### config.mk
export PLATFORM = sky130hd
export DESIGN_NAME = rtc_regfile
export DESIGN_NICKNAME = d
export VERILOG_FILES = /design/src/rtl/rtc_regfile_pkg.sv /design/src/rtl/rtc_ptr_ctrl.sv /design/src/rtl/rtc_time_snap.sv /design/src/rtl/rtc_ctl_regs.sv /design/src/rtl/rtc_byte_store.sv /design/src/rtl/rtc_regfile.sv
export SDC_FILE = /design/constraint.sdc
export NUM_CORES = 1
export LEC_CHECK = 0
export ABC_AREA = 0
export BUFFER_PORTS_ARGS = -buffer_cell sky130_fd_sc_hd__buf_2
export CAP_MARGIN = 20
export CORE_MARGIN = 3
export CORE_UTILIZATION = 30
export CTS_CLUSTER_SIZE = 8
export DETAILED_ROUTE_END_ITERATION = 10
export GPL_ROUTABILITY_DRIVEN = 0
export PLACE_DENSITY_LB_ADDON = 0.2
export SLEW_MARGIN = 20
export SYNTH_ARGS = -nofsm -noshare
export SYNTH_HDL_FRONTEND = slang
export SYNTH_SLANG_ARGS = --single-unit
### constraint.sdc
create_clock -name clk -period 4.21 [get_ports clk]
set_clock_uncertainty 0.15 [all_clocks]
set_input_delay 0.421 -clock clk [delete_from_list [all_inputs] [get_ports clk]]
set_output_delay 0.421 -clock clk [all_outputs]
set_load 0.05 [all_outputs]
### src/rtl/rtc_regfile_pkg.sv
package rtc_regfile_pkg;

  localparam int unsigned ADDR_W = 5;
  localparam int unsigned BYTE_W = 8;
  localparam int unsigned N_TIME = 7;

  typedef enum logic [2:0] {
    FLD_SEC  = 3'd0,
    FLD_MIN  = 3'd1,
    FLD_HOUR = 3'd2,
    FLD_WDAY = 3'd3,
    FLD_DAY  = 3'd4,
    FLD_MON  = 3'd5,
    FLD_YEAR = 3'd6
  } field_e;

  localparam logic [BYTE_W-1:0] EXT_INIT      = 8'h02;
  localparam logic [BYTE_W-1:0] CTRL_INIT     = 8'h40;
  localparam logic [BYTE_W-1:0] FLAG_SURVIVE  = 8'h03;
  localparam logic [BYTE_W-1:0] FLAG_CLR_ONLY = 8'hC7;
  localparam logic [BYTE_W-1:0] CTRL_NO_SET   = 8'h06;
  localparam logic [BYTE_W-1:0] CTRL_SRST     = 8'h01;

  function automatic logic [7:0] to_bcd(input logic [6:0] v);
    logic [6:0] tens;
    logic [6:0] ones;
    tens = v / 7'd10;
    ones = v % 7'd10;
    return {tens[3:0], ones[3:0]};
  endfunction

  function automatic logic [7:0] from_bcd(input logic [7:0] b);
    return ({4'd0, b[7:4]} * 8'd10) + {4'd0, b[3:0]};
  endfunction

  function automatic logic [7:0] field_mask(input logic [2:0] f);
    case (f)
      3'd0, 3'd1: return 8'h7F;
      3'd2, 3'd4: return 8'h3F;
      3'd5:       return 8'h1F;
      default:    return 8'hFF;
    endcase
  endfunction

  function automatic logic [3:0] low_index(input logic [7:0] b);
    logic [3:0] r;
    r = 4'd8;
    for (int i = 7; i >= 0; i--) begin
      if (b[i]) r = 4'(i);
    end
    return r;
  endfunction

endpackage

### src/rtl/rtc_ptr_ctrl.sv
module rtc_ptr_ctrl #(
  parameter int AW = 5
) (
  input  logic          clk,
  input  logic          rst,
  input  logic          wr_start_i,
  input  logic          rd_start_i,
  input  logic          byte_in_i,
  input  logic [AW-1:0] byte_addr_i,
  input  logic          rd_req_i,
  input  logic          soft_rst_i,
  output logic [AW-1:0] ptr_o,
  output logic          addr_phase_o,
  output logic          data_wr_o,
  output logic          wrap_o
);

  logic [AW-1:0] ptr_q;
  logic          phase_q;
  logic          advance;

  assign data_wr_o    = byte_in_i && !phase_q;
  assign advance      = data_wr_o || rd_req_i;
  assign wrap_o       = advance && (ptr_q == '1) && !soft_rst_i;
  assign ptr_o        = ptr_q;
  assign addr_phase_o = phase_q;

  always_ff @(posedge clk) begin
    if (rst) begin
      ptr_q   <= '0;
      phase_q <= 1'b0;
    end else if (soft_rst_i) begin
      ptr_q   <= '0;
      phase_q <= 1'b0;
    end else if (wr_start_i) begin
      phase_q <= 1'b1;
    end else if (rd_start_i) begin
      phase_q <= 1'b0;
    end else if (byte_in_i && phase_q) begin
      ptr_q   <= byte_addr_i;
      phase_q <= 1'b0;
    end else if (advance) begin
      ptr_q   <= ptr_q + 1'b1;
    end
  end

endmodule

### src/rtl/rtc_time_snap.sv
module rtc_time_snap
  import rtc_regfile_pkg::*;
#(
  parameter int NF = N_TIME
) (
  input  logic       clk,
  input  logic       rst,
  input  logic       capture_i,
  input  logic [5:0] live_sec_i,
  input  logic [5:0] live_min_i,
  input  logic [4:0] live_hour_i,
  input  logic [2:0] live_wday_i,
  input  logic [4:0] live_mday_i,
  input  logic [3:0] live_mon_i,
  input  logic [6:0] live_year_i,
  output logic [7:0] snap_o [8]
);

  logic [7:0] live_bcd [NF];

  always_comb begin
    live_bcd[FLD_SEC]  = to_bcd(7'(live_sec_i));
    live_bcd[FLD_MIN]  = to_bcd(7'(live_min_i));
    live_bcd[FLD_HOUR] = to_bcd(7'(live_hour_i));
    live_bcd[FLD_WDAY] = 8'd1 << live_wday_i;
    live_bcd[FLD_DAY]  = to_bcd(7'(live_mday_i));
    live_bcd[FLD_MON]  = to_bcd(7'(live_mon_i));
    live_bcd[FLD_YEAR] = to_bcd(live_year_i);
  end

  for (genvar g = 0; g < NF; g++) begin : g_field
    always_ff @(posedge clk) begin
      if (rst)            snap_o[g] <= '0;
      else if (capture_i) snap_o[g] <= live_bcd[g];
    end
  end

  for (genvar g = NF; g < 8; g++) begin : g_pad
    assign snap_o[g] = '0;
  end

endmodule

### src/rtl/rtc_ctl_regs.sv
module rtc_ctl_regs
  import rtc_regfile_pkg::*;
#(
  parameter int DW = BYTE_W
) (
  input  logic          clk,
  input  logic          rst,
  input  logic          wr_i,
  input  logic [3:0]    addr_i,
  input  logic [DW-1:0] data_i,
  output logic [DW-1:0] ext_o,
  output logic [DW-1:0] flag_o,
  output logic [DW-1:0] ctrl_o,
  output logic          soft_rst_o
);

  logic wr_ext, wr_flag, wr_ctrl;

  assign wr_ext     = wr_i && (addr_i == 4'hD);
  assign wr_flag    = wr_i && (addr_i == 4'hE);
  assign wr_ctrl    = wr_i && (addr_i == 4'hF);
  assign soft_rst_o = wr_ctrl && data_i[0];

  always_ff @(posedge clk) begin
    if (rst) begin
      ext_o  <= EXT_INIT;
      ctrl_o <= CTRL_INIT;
      flag_o <= '0;
    end else if (soft_rst_o) begin
      ext_o  <= EXT_INIT;
      ctrl_o <= CTRL_INIT;
      flag_o <= flag_o & FLAG_SURVIVE;
    end else begin
      if (wr_ext)  ext_o  <= data_i;
      if (wr_flag) flag_o <= (data_i & ~FLAG_CLR_ONLY) |
                             (data_i & flag_o & FLAG_CLR_ONLY);
      if (wr_ctrl) ctrl_o <= ((data_i & ~CTRL_NO_SET) |
                              (data_i & ctrl_o & CTRL_NO_SET)) & ~CTRL_SRST;
    end
  end

endmodule

### src/rtl/rtc_byte_store.sv
module rtc_byte_store #(
  parameter int AW = 5,
  parameter int DW = 8
) (
  input  logic          clk,
  input  logic          we_i,
  input  logic [AW-1:0] waddr_i,
  input  logic [DW-1:0] wdata_i,
  input  logic          re_i,
  input  logic [AW-1:0] raddr_i,
  output logic [DW-1:0] rdata_o
);

  localparam int DEPTH = 1 << AW;

  logic [DW-1:0] mem [DEPTH];

  always_ff @(posedge clk) begin
    if (we_i) mem[waddr_i] <= wdata_i;
    if (re_i) rdata_o <= mem[raddr_i];
  end

endmodule

### src/rtl/rtc_regfile.sv
module rtc_regfile
  import rtc_regfile_pkg::*;
(
  input  logic       clk,
  input  logic       rst,
  input  logic       wr_start_i,
  input  logic       rd_start_i,
  input  logic       stop_i,
  input  logic       wdata_valid_i,
  input  logic [7:0] wdata_i,
  input  logic       rdata_req_i,
  output logic [7:0] rdata_o,
  output logic       rdata_valid_o,
  input  logic [5:0] live_sec_i,
  input  logic [5:0] live_min_i,
  input  logic [4:0] live_hour_i,
  input  logic [2:0] live_wday_i,
  input  logic [4:0] live_mday_i,
  input  logic [3:0] live_mon_i,
  input  logic [6:0] live_year_i,
  output logic       load_o,
  output logic [2:0] load_sel_o,
  output logic [7:0] load_val_o
);

  localparam int AW = ADDR_W;
  localparam int DW = BYTE_W;

  logic [AW-1:0] ptr;
  logic          addr_phase;
  logic          data_wr;
  logic          wrap;
  logic          soft_rst;
  logic [DW-1:0] ctl_ext, ctl_flag, ctl_ctrl;
  logic [DW-1:0] snap [8];
  logic [DW-1:0] store_rd;
  logic [AW-1:0] store_addr;
  logic          is_time, is_ctl, is_plain;
  logic [DW-1:0] other_d, other_q;
  logic          from_store_q;
  logic          wday_pend_q;
  logic [3:0]    wday_idx_q;

  rtc_ptr_ctrl #(.AW(AW)) u_ptr (
    .clk         (clk),
    .rst         (rst),
    .wr_start_i  (wr_start_i),
    .rd_start_i  (rd_start_i),
    .byte_in_i   (wdata_valid_i),
    .byte_addr_i (wdata_i[AW-1:0]),
    .rd_req_i    (rdata_req_i),
    .soft_rst_i  (soft_rst),
    .ptr_o       (ptr),
    .addr_phase_o(addr_phase),
    .data_wr_o   (data_wr),
    .wrap_o      (wrap)
  );

  rtc_time_snap u_snap (
    .clk        (clk),
    .rst        (rst),
    .capture_i  (rd_start_i || wrap),
    .live_sec_i (live_sec_i),
    .live_min_i (live_min_i),
    .live_hour_i(live_hour_i),
    .live_wday_i(live_wday_i),
    .live_mday_i(live_mday_i),
    .live_mon_i (live_mon_i),
    .live_year_i(live_year_i),
    .snap_o     (snap)
  );

  rtc_ctl_regs #(.DW(DW)) u_ctl (
    .clk       (clk),
    .rst       (rst),
    .wr_i      (data_wr && is_ctl),
    .addr_i    (ptr[3:0]),
    .data_i    (wdata_i),
    .ext_o     (ctl_ext),
    .flag_o    (ctl_flag),
    .ctrl_o    (ctl_ctrl),
    .soft_rst_o(soft_rst)
  );

  // Address classes: the low nibble decides, bit 4 selects the alias bank.
  assign is_time  = (ptr[3:0] < 4'd7);
  assign is_ctl   = (ptr[3:0] >= 4'hD);
  assign is_plain = !is_time && !is_ctl;
  // Counter bytes in the upper bank fold onto their lower-bank copy.
  assign store_addr = (ptr[4] && (ptr[3:0] == 4'hB || ptr[3:0] == 4'hC)) ?
                      {1'b0, ptr[3:0]} : ptr;

  rtc_byte_store #(.AW(AW), .DW(DW)) u_store (
    .clk    (clk),
    .we_i   (data_wr && is_plain),
    .waddr_i(store_addr),
    .wdata_i(wdata_i),
    .re_i   (rdata_req_i && is_plain),
    .raddr_i(store_addr),
    .rdata_o(store_rd)
  );

  always_comb begin
    case (ptr[3:0])
      4'hD:    other_d = ctl_ext;
      4'hE:    other_d = ctl_flag;
      4'hF:    other_d = ctl_ctrl;
      default: other_d = snap[ptr[2:0]];
    endcase
  end

  always_ff @(posedge clk) begin
    if (rst) begin
      other_q       <= '0;
      from_store_q  <= 1'b0;
      rdata_valid_o <= 1'b0;
    end else begin
      rdata_valid_o <= rdata_req_i;
      if (rdata_req_i) begin
        other_q      <= other_d;
        from_store_q <= is_plain;
      end
    end
  end

  assign rdata_o = from_store_q ? store_rd : other_q;

  // Time presets: immediate for most fields, weekday waits for stop.
  always_ff @(posedge clk) begin
    if (rst) begin
      load_o      <= 1'b0;
      load_sel_o  <= '0;
      load_val_o  <= '0;
      wday_pend_q <= 1'b0;
      wday_idx_q  <= '0;
    end else begin
      load_o <= 1'b0;
      if (data_wr && is_time) begin
        if (ptr[2:0] == FLD_WDAY) begin
          wday_pend_q <= 1'b1;
          wday_idx_q  <= low_index(wdata_i);
        end else begin
          load_o     <= 1'b1;
          load_sel_o <= ptr[2:0];
          load_val_o <= from_bcd(wdata_i & field_mask(ptr[2:0]));
        end
      end else if (stop_i && wday_pend_q) begin
        wday_pend_q <= 1'b0;
        if (wday_idx_q < 4'd7) begin
          load_o     <= 1'b1;
          load_sel_o <= FLD_WDAY;
          load_val_o <= {4'd0, wday_idx_q};
        end
      end
    end
  end

endmodule

==> out/summary.log <==
qor: outcome.outcome complete, no violations
qor: hold_path.min_path_cells 4
qor: placed_design.placedCellCount 2061
qor: global_route.global_route.overflow_total 0
qor: synthesis.ys_async_sr_fraction 0%
qor: final_layout.design_area 19700 um^2
qor: sta.setup_repair_after_global_routing_missed_its_margin false
qor: detailed_routing.drt_iter0_drc 621
qor: die.dieWidth 240 um
qor: die.die_height 240 um
qor: die.start_util 30.4%
qor: worst_setup_path.critPathRequiredTime 4.52 ns
qor: sta.post-route-min-period 3.58 ns
qor: worst_setup_path.critical_path.max_stage_delay 0.54 ns
qor: worst_setup_path.setup.worst_path.end load_val_o[6]
qor: synthesis.synth_sequential_area_ratio 60.8%
qor: final_layout.area.growth.synth_to_final 20.1%
qor: clock_tree.ctsResizeCount 0
qor: final_layout.antenna-diode-count 0
qor: global_route.grt_pass1_wl 63200 um
qor: clock_tree.tritoncts built
qor: sta.timing.final.hold_violations 0
qor: synthesis.dominantRegCellSynth edfxtp_1
qor: clock_tree.cts_hold_repair.buffers 14
qor: die.floorplan.die_area 57600 um^2
qor: detailed_routing.drtAntennaViolNets 0
qor: global_route.track_usage 14.3%
qor: worst_setup_path.worst_setup_path_startpoint u_ptr.ptr_o[1]
qor: die.floorplan.rows 85
qor: worst_setup_path.reg_to_reg_endpoint load_val_o[6]
qor: synthesis.yosys_warnings 0
qor: clock_tree.clock_path_buffers 3
qor: clock_tree.clk_pin_slew 0.05 ns
qor: worst_setup_path.setup.worst_path.start_class flip-flop
qor: placed_design.detailedPlacementHpwl 26500 um
qor: final_layout.finish.cell_count_without_fillers 2169
qor: final_layout.layout-drive-gt1-share 19.6%
qor: worst_setup_path.critPathMaxFanout 27
qor: worst_setup_path.cells_along_the_critical_path inv_1 -> ha_1 -> nor3b_1 -> o21ai_0 -> inv_1 -> ha_1 -> ha_1 -> inv_1 -> fa_1 -> nor3b_1 -> xnor2_1 -> a22oi_1 -> nor2_1
qor: hold_path.hp-class in -> reg
qor: detailed_routing.drt-pass1-iter-count 4
qor: placed_design.io_buffer_count 71
qor: detailed_routing.routed_len_inst 18.8 um
qor: pwr.power_density 450 nW/um^2
qor: global_route.largest_net_degree_at_the_start_of_global_routing 79
qor: synthesis.synth_top_cell_by_area edfxtp_1
qor: synthesis.mappedNetlistArea 16400 um^2
qor: sta.slew_headroom 29.4%
qor: clock_tree.cts.root.buffer_cell clkbuf_16
qor: global_route.grt_antenna_before_repair 0
qor: pwr.power.static_leakage 7.01 nW
qor: clock_tree.cts-htree-levels 2
qor: worst_setup_path.worst_path_max_delay_cell dfxtp_4
qor: synthesis.synthCells 1218
qor: run.max_cap_viols 0
qor: clock_tree.insertion_delay 0.61 ns
qor: final_layout.most-common-layout-cells edfxtp_1 (264), nor2_1 (121), conb_1 (112), nand2_1 (101), dfxtp_1 (100)
qor: worst_setup_path.ff2ff_setup_slack 0.63 ns
qor: clock_tree.cts.repair_timing.setup_buffer_count 0
qor: worst_setup_path.launch_point_of_the_worst_reg_to_reg_path u_ptr.ptr_o[1]
qor: worst_setup_path.critPathCaptureType flip-flop
qor: sta.worst_pin_slew 1.06 ns
qor: clock_tree.cts_buf_count 52
qor: synthesis.synth-edff-count 264
qor: synthesis.synth_cell_types 85
qor: synthesis.synth_top_cells_by_area edfxtp_1 (48%), dfxtp_1 (13%), mux4_2 (11%)
qor: final_layout.layout.nets 1512
qor: detailed_routing.route.vias.total 10500
qor: sta.fin_setup_tns 0 ns
qor: synthesis.synth_area_per_cell 13.5 um^2
qor: sta.maxSlewViolCount 0
qor: synthesis.synth.ff_latch_count 367
qor: pwr.power.ir.vdd_worst 302 uV
qor: detailed_routing.residual_drc_count 0
qor: placed_design.dpl_cell_area 18000 um^2
qor: global_route.grt_pass1_vias 10600
qor: worst_setup_path.cp_data_arrival_time 3.89 ns
qor: synthesis.yosysTopAreaCellShare 48.3%
qor: worst_setup_path.worst_r2r_path_depth 13
qor: clock_tree.clock_sinks 367
qor: sta.post_route_clock_period_utilization 85.1%
qor: detailed_routing.wl 40800 um
qor: worst_setup_path.worst-setup-path-type reg -> reg
qor: die.placeableCoreArea 54000 um^2
qor: sta.fmaxAchievable 279 MHz
qor: final_layout.layout_commonest_cell edfxtp_1
qor: sta.setup_viol 0
qor: detailed_routing.vias_per_cell 4.86
qor: die.ios 72
flip-flops by register name, indices dropped and copies added, names as in the netlist:
name	count
load_val_o	8
u_ptr.addr_phase_o	1
u_snap.snap_o	47
from_store_q	1
wday_pend_q	1
rdata_valid_o	1
wday_idx_q	4
u_ctl.flag_o	8
u_ctl.ext_o	8
u_store.mem	256
other_q	8
u_ctl.ctrl_o	7
load_sel_o	3
load_o	1
u_ptr.ptr_o	5
u_store.rdata_o	8
logic make-up (layout without fill, tap and decap cells):
family	Yosys count	after routing	share of synthesized area [%]
DFF	367	367	60.8
and+or+nand+nor	332	332	9.26
buffers and inverters	105	249	2.83
AOI/OAI and AO/OA	241	241	9.73
adders and majority gates	29	29	2.28
muxes	130	130	14.4
other	1	112	0.0228
xor gates and xnor gates	13	13	0.693
cells in the mapped netlist, drive strengths merged (4+ instances only):
cell type	n
mux4	81
a31oi	7
a21o	6
dfxtp	103
nor2b	5
a311oi	14
nand2b	5
edfxtp	264
nand3	23
nor3b	7
a22oi	16
o21bai	5
and2	6
o21ai	39
inv	33
xnor2	6
nor2	121
mux2i	23
ha	26
a21oi	78
clkbuf	41
nand3b	5
nand2	102
o22ai	6
and3	11
xor2	7
nor3	21
o41ai	4
buf	29
nand4	5
a211oi	24
mux2	26
a221oi	5
report_power, final:
group          switching (mW)  internal (mW)  leakage (nW)
logic                   0.510          0.349          2.97
registers              0.0611           4.02          3.31
clock network            1.56           2.38         0.730
stage by stage:
stage | total power, mW | setup slack, ns | hold WS [ns] | util (%)
final | 8.88 | 0.626 | 0.0337 | 36.5
after CTS | 9.03 | 0.643 | 0.00702 | 36.5
after global placement | 5.01 | 0.694 | 0.285 | 33.4
after detailed placement | 5.02 | 0.656 | 0.291 | 33.4
after global routing | 9.26 | 0.319 | 0.0526 | 36.5
after floorplan | 4.72 | 0.637 | 0.262 | -
layout make-up:
class                           instances  area [um^2]
Tap cell                              696          871
Clock inverter                          4          106
Clock buffer                           90         1440
Fill cell                            5299        34300
Inverter                               35          131
Timing Repair Buffer                  120          783
Sequential cell                       367        10000
Multi-Input combinational cell        857         6390
worst min-delay path by stage:
stage	slack, ns	from	endpoint
after floorplan	0.26	u_ctl.flag_o[1]	u_ctl.flag_o[1]
after global placement	0.29	u_ctl.flag_o[0]	u_ctl.flag_o[0]
after detailed placement	0.29	u_ctl.flag_o[1]	u_ctl.flag_o[1]
after CTS	0.007	live_mday_i[1]	u_snap.snap_o[25]
after global routing	0.05	live_mday_i[1]	u_snap.snap_o[25]
final	0.03	live_mday_i[1]	u_snap.snap_o[25]
metal layers:
| metal | vias to the layer above | track usage [%] | wire [um] |
|---|---|---|---|
| met2 | 173 | 23.3 | 19600 |
| li1 | 5029 | - | - |
| met1 | 5295 | 19.6 | 18700 |
| met5 | - | 0 | 0 |
| met4 | 0 | 4.04 | 761 |
| met3 | 52 | 2.58 | 1710 |
worst max-delay path, delay by kind of cell (launching register included):
kind	cells	cell delay (ns)
buffers and inverters	3	0.39
adders and majority gates	4	1.18
xor gates and xnor gates	1	0.12
AOI/OAI and AO/OA	2	0.39
and+or+nand+nor	3	0.67
DFF	1	0.54
(Power assumes the default switching activity.)
